==> src/rtl/gpio_rf_pkg.sv <==
package gpio_rf_pkg;

  localparam int PINS_PER_PORT  = 8;
  localparam int PORTS_PER_BANK = 4;
  localparam int BANK_STRIDE_W  = 8;

  typedef enum logic [2:0] {
    GRP_CFG = 3'd0,
    GRP_OE  = 3'd1,
    GRP_OUT = 3'd2,
    GRP_IN  = 3'd3,
    GRP_STS = 3'd4,
    GRP_IEN = 3'd5,
    GRP_TYP = 3'd6,
    GRP_CLR = 3'd7
  } grp_e;

  function automatic logic [PINS_PER_PORT-1:0] merge_byte(
    input logic [PINS_PER_PORT-1:0]   old_v,
    input logic [2*PINS_PER_PORT-1:0] wd,
    input logic                       masked
  );
    logic [PINS_PER_PORT-1:0] sel;
    sel = wd[2*PINS_PER_PORT-1:PINS_PER_PORT];
    if (masked) return (old_v & ~sel) | (wd[PINS_PER_PORT-1:0] & sel);
    else        return wd[PINS_PER_PORT-1:0];
  endfunction

endpackage

==> src/rtl/gpio_rf_decode.sv <==
module gpio_rf_decode
  import gpio_rf_pkg::*;
#(
  parameter int ADDR_W    = 10,
  parameter int NUM_BANKS = 2,
  parameter int PORT_W    = 3
) (
  input  logic [ADDR_W-1:0] addr,
  output logic              hit,
  output logic              masked,
  output grp_e              grp,
  output logic [PORT_W-1:0] port_idx
);

  localparam int BANK_W = ADDR_W - BANK_STRIDE_W;

  logic [BANK_W-1:0] bank;
  logic              unused_lsb;

  assign bank       = addr[ADDR_W-1:BANK_STRIDE_W];
  assign hit        = (int'(bank) < NUM_BANKS);
  assign masked     = addr[7];
  assign grp        = grp_e'(addr[6:4]);
  assign port_idx   = PORT_W'({bank, addr[3:2]});
  assign unused_lsb = ^addr[1:0];

endmodule

==> src/rtl/gpio_rf_sync.sv <==
module gpio_rf_sync #(
  parameter int WIDTH  = 8,
  parameter int STAGES = 2
) (
  input  logic             clk,
  input  logic [WIDTH-1:0] d,
  output logic [WIDTH-1:0] q
);

  logic [WIDTH-1:0] stage_q [STAGES];

  always_ff @(posedge clk) begin
    stage_q[0] <= d;
    for (int i = 1; i < STAGES; i++) stage_q[i] <= stage_q[i-1];
  end

  assign q = stage_q[STAGES-1];

endmodule

==> src/rtl/gpio_rf_port.sv <==
module gpio_rf_port
  import gpio_rf_pkg::*;
(
  input  logic                       clk,
  input  logic                       rst,
  input  logic                       wr_en,
  input  logic                       masked,
  input  grp_e                       grp,
  input  logic [2*PINS_PER_PORT-1:0] wd,
  input  logic [PINS_PER_PORT-1:0]   pin_sync,
  output logic [PINS_PER_PORT-1:0]   cfg_q,
  output logic [PINS_PER_PORT-1:0]   oe_q,
  output logic [PINS_PER_PORT-1:0]   out_q,
  output logic [PINS_PER_PORT-1:0]   inp_q,
  output logic [PINS_PER_PORT-1:0]   sts_q,
  output logic [PINS_PER_PORT-1:0]   ien_q,
  output logic [PINS_PER_PORT-1:0]   typ_q
);

  // input sample register is not reset: it always tracks the synchronizer
  always_ff @(posedge clk) inp_q <= pin_sync;

  always_ff @(posedge clk) begin
    if (rst) begin
      cfg_q <= '0;
      oe_q  <= '0;
      out_q <= '0;
      sts_q <= '0;
      ien_q <= '0;
      typ_q <= '0;
    end else if (wr_en) begin
      case (grp)
        GRP_CFG: cfg_q <= merge_byte(cfg_q, wd, masked);
        GRP_OE:  oe_q  <= merge_byte(oe_q,  wd, masked);
        GRP_OUT: out_q <= merge_byte(out_q, wd, masked);
        GRP_STS: sts_q <= merge_byte(sts_q, wd, masked);
        GRP_IEN: ien_q <= merge_byte(ien_q, wd, masked);
        GRP_TYP: typ_q <= merge_byte(typ_q, wd, masked);
        GRP_CLR: if (!masked) sts_q <= sts_q & ~wd[PINS_PER_PORT-1:0];
        default: ;
      endcase
    end
  end

endmodule

==> src/rtl/gpio_bank_regfile.sv <==
module gpio_bank_regfile
  import gpio_rf_pkg::*;
#(
  parameter int NUM_BANKS   = 2,
  parameter int ADDR_W      = 10,
  parameter int SYNC_STAGES = 2
) (
  input  logic                      clk,
  input  logic                      rst,
  input  logic [ADDR_W-1:0]         addr,
  input  logic                      wen,
  input  logic [31:0]               wdata,
  output logic [31:0]               rdata,
  input  logic [NUM_BANKS*32-1:0]   pin_in,
  output logic [NUM_BANKS*32-1:0]   pin_out,
  output logic [NUM_BANKS*32-1:0]   pin_oe
);

  localparam int NPORT  = NUM_BANKS * PORTS_PER_BANK;
  localparam int NPIN   = NPORT * PINS_PER_PORT;
  localparam int PORT_W = (NPORT > 1) ? $clog2(NPORT) : 1;

  logic              acc_hit;
  logic              acc_masked;
  grp_e              acc_grp;
  logic [PORT_W-1:0] acc_port;

  gpio_rf_decode #(
    .ADDR_W(ADDR_W), .NUM_BANKS(NUM_BANKS), .PORT_W(PORT_W)
  ) u_dec (
    .addr(addr), .hit(acc_hit), .masked(acc_masked),
    .grp(acc_grp), .port_idx(acc_port)
  );

  logic [NPIN-1:0] pin_sync;

  gpio_rf_sync #(.WIDTH(NPIN), .STAGES(SYNC_STAGES)) u_sync (
    .clk(clk), .d(pin_in), .q(pin_sync)
  );

  logic [PINS_PER_PORT-1:0] cfg_w [NPORT];
  logic [PINS_PER_PORT-1:0] oe_w  [NPORT];
  logic [PINS_PER_PORT-1:0] out_w [NPORT];
  logic [PINS_PER_PORT-1:0] inp_w [NPORT];
  logic [PINS_PER_PORT-1:0] sts_w [NPORT];
  logic [PINS_PER_PORT-1:0] ien_w [NPORT];
  logic [PINS_PER_PORT-1:0] typ_w [NPORT];

  logic unused_hi;
  assign unused_hi = ^wdata[31:16];

  for (genvar p = 0; p < NPORT; p++) begin : g_port
    logic sel;
    assign sel = wen && acc_hit && (acc_port == PORT_W'(p));

    gpio_rf_port u_port (
      .clk(clk), .rst(rst), .wr_en(sel), .masked(acc_masked), .grp(acc_grp),
      .wd(wdata[15:0]), .pin_sync(pin_sync[p*PINS_PER_PORT +: PINS_PER_PORT]),
      .cfg_q(cfg_w[p]), .oe_q(oe_w[p]), .out_q(out_w[p]), .inp_q(inp_w[p]),
      .sts_q(sts_w[p]), .ien_q(ien_w[p]), .typ_q(typ_w[p])
    );

    always_ff @(posedge clk) begin
      if (rst) begin
        pin_oe[p*PINS_PER_PORT +: PINS_PER_PORT]  <= '0;
        pin_out[p*PINS_PER_PORT +: PINS_PER_PORT] <= '0;
      end else begin
        pin_oe[p*PINS_PER_PORT +: PINS_PER_PORT]  <= cfg_w[p] & oe_w[p];
        pin_out[p*PINS_PER_PORT +: PINS_PER_PORT] <= out_w[p] & cfg_w[p] & oe_w[p];
      end
    end
  end

  logic [PINS_PER_PORT-1:0] rd_byte;

  always_comb begin
    rd_byte = '0;
    if (acc_hit && !acc_masked) begin
      case (acc_grp)
        GRP_CFG: rd_byte = cfg_w[acc_port];
        GRP_OE:  rd_byte = oe_w[acc_port];
        GRP_OUT: rd_byte = out_w[acc_port];
        GRP_IN:  rd_byte = inp_w[acc_port];
        GRP_STS: rd_byte = sts_w[acc_port];
        GRP_IEN: rd_byte = ien_w[acc_port];
        GRP_TYP: rd_byte = typ_w[acc_port];
        default: rd_byte = '0;
      endcase
    end
  end

  always_ff @(posedge clk) begin
    if (rst) rdata <= '0;
    else     rdata <= {{(32-PINS_PER_PORT){1'b0}}, rd_byte};
  end

endmodule

==> config.mk <==
export PLATFORM = sky130hd
export DESIGN_NAME = gpio_bank_regfile
export DESIGN_NICKNAME = d
export VERILOG_FILES = /design/src/rtl/gpio_rf_pkg.sv /design/src/rtl/gpio_rf_decode.sv /design/src/rtl/gpio_rf_sync.sv /design/src/rtl/gpio_rf_port.sv /design/src/rtl/gpio_bank_regfile.sv
export SDC_FILE = /design/constraint.sdc
export NUM_CORES = 1
export LEC_CHECK = 0
export ABC_AREA = 1
export BUFFER_PORTS_ARGS = -buffer_cell sky130_fd_sc_hd__buf_2
export CORE_UTILIZATION = 60
export DETAILED_ROUTE_END_ITERATION = 10
export PLACE_DENSITY_LB_ADDON = 0.15
export SLEW_MARGIN = 30
export SYNTH_ARGS = -nofsm -noshare
export SYNTH_HDL_FRONTEND = slang
export SYNTH_HIERARCHICAL = 1
export SYNTH_SLANG_ARGS = --single-unit
==> constraint.sdc <==
create_clock -name clk -period 2.5 [get_ports clk]
set_input_delay 0.25 -clock clk [delete_from_list [all_inputs] [get_ports clk]]
set_output_delay 0.25 -clock clk [all_outputs]
set_load 0.02 [all_outputs]
==> metrics.txt <==
synth unique cells 29; Hold Buf Count CTS 65; Synth top area share 45.3%; ant diodes 0; Slew Limit Headroom 44.7%; Sw Pwr 6.14 mW; Yosys warnings 6; Min-Delay Path Class input pin to register; Final Skew 0.0251 ns; largest cells by area after synthesis dfxtp_1 (45%), nand2_1 (21%), nand3_1 (8.3%); Residual DRC 0; clk buf depth 3; crit path kind input pin to register; fin area 35700 sq um; Critical Path Sink Type register; Initial DRC Count 3688; critical path startpoint category input pin; flops & latches, synth 712; GPL Wtd Cong 1.03; Die W 231 um; Max Clock Freq 0.588 GHz; Starting Density 61.0%; most frequent cells in the layout nand2_1 (1785), dfxtp_1 (712), nand3_1 (519); max_cap viols 0; antenna viol nets, final 0; largest vdd supply drop 0.753 mV; clock share of power 45.0%; Detailed Routing Iterations Pass 1 7; first-pass GRT wire length 162000 um; internal power 18.3 mW; DIE AREA 53400 sq um; worst path required time 2.99 ns; status finished clean; Synth Instances 4576; Comb power frac 7.6%; Worst-Margin Slew 0.829 ns; Switching Share 25.1%; share of layout cells above drive strength 1 11.7%; clk sink count 712; P&R area growth vs syn 13.6%; Util after Layout 69.3%; final setup vio count 0; total grt overflow 0; Post-CTS Setup Repair Bufs 0; vias per inst 5.63; number of CTS-inserted buffers 73; Nets 4875; WHS 0.0194 ns; Pwr per Cell Area 684 nW/um^2; Slew Limit Fails 0; register area share after synthesis 45.3%; minimum period implied by the final worst setup slack 1.70 ns; CTS root buf clkbuf_16; placed instance area 32600 sq um; routed vias 30.9k; Mapped Avg Cell Area 6.88 sq um; Die Y 231 um; endpoints failing hold 0; CTS tree done; Max H-tree Level 3; gr usage total 40.3%; TNS Setup 0 ns; post-CTS sizing 0; Clock Pin Slew Worst Setup and Hold Paths 0.06 ns; top cell type by total area after synthesis dfxtp_1; RSZ-0062 raised after global routing false; WP data arrival 2.19 ns; Final Cycle Share 68.0%; Pleak 14.7 nW; Post-Syn Area 31500 sq um; num rows 83; clk_lat worst skew 0.63 ns; vias in the first global route 27.8k; Pwr Total 24.5 mW; I/O Buffers 226; largest net degree at the start of global routing 67; DP HPWL 74300 um; commonest non-fill, non-tap cell in the layout nand2_1; final wirelength 109000 um; I/O pin total 269; Flop pwr share 47.4%; antenna violations before repair 5; CP max FO 16; placeable core area 51600 sq um; WL/cell 19.9 um
cells in the mapped netlist (all sizes together):
| master | instances |
|---|---|
| nand3 | 527 |
| conb | 1 |
| nor2 | 420 |
| nor4 | 14 |
| a21oi | 354 |
| and2 | 9 |
| buf | 216 |
| nor3 | 30 |
| nand2 | 1817 |
| inv | 321 |
| o211ai | 4 |
| dfxtp | 712 |
| nor3b | 41 |
| clkbuf | 70 |
| nand4 | 12 |
| o21ai | 28 |
routing by layer:
| layer | track usage, % | wire, um | share of wire (%) | vias up |
|---|---|---|---|---|
| met4 | 29.8 | 9450 | 8.7 | 8 |
| met2 | 62.7 | 48100 | 44 | 1748 |
| met5 | 0 | 48 | 0.044 | - |
| li1 | - | - | - | 14700 |
| met1 | 49.5 | 40800 | 37 | 14100 |
| met3 | 8.30 | 10800 | 9.9 | 410 |
path summary, 6_finish.rpt:
path,startpoint,end,slack [ns],depth (start not counted)
max,addr[3],register,0.80,10
min,rst,pin_oe[51],0.02,2
max reg2reg,register,rdata[6],0.84,8
min reg2reg,u_sync/stage_q[0][5],u_sync/stage_q[0][69],0.32,0
power by group through the flow:
stage,registers [mW],logic (mW),clock network (mW)
6_report,11.6,1.85,11.0
5_1_grt,11.6,1.95,11.5
4_1_cts,11.6,1.76,11.0
3_5_place_dp,11.8,1.67,0
3_3_place_gp,11.8,1.66,0
2_1_floorplan,11.8,1.07,0
per-stage QoR:
| stage | setup WS, ns | std cells |
|---|---|---|
| 2_1_floorplan | 0.550 | 4599 |
| 3_3_place_gp | 0.347 | 5305 |
| 3_5_place_dp | 0.302 | 5305 |
| 4_1_cts | 0.869 | 5496 |
| 5_1_grt | 0.728 | 5497 |
| 6_report | 0.800 | 5497 |
area by class of cell:
cell class              instances  area, sq um
clock inverters                28          284
clock buffers                  98         2130
well taps                     680          851
fillers                      4419        15900
inverters                     321         1210
flip-flops and latches        712        14300
repair buffers                378         2740
multi-input cells            3280        14300
worst max-delay path, stage by stage:
cell and delay (ns):
buf_4 0.23, nand2_1 0.26, buf_4 0.24, nor2_1 0.24, buf_4 0.19, nand2_2 0.11
nor2_4 0.36, nand2_1 0.13, nand2_1 0.09, a21oi_1 0.06
kinds of logic after synthesis:
family,count (synthesis),synth area share [%]
buffers and inverters,607,9.68
DFF,712,45.3
other,1,0.0119
and+or+nand+nor,2870,38.8
AOI/OAI and AO/OA,386,6.19
(Power assumes the default switching activity.)
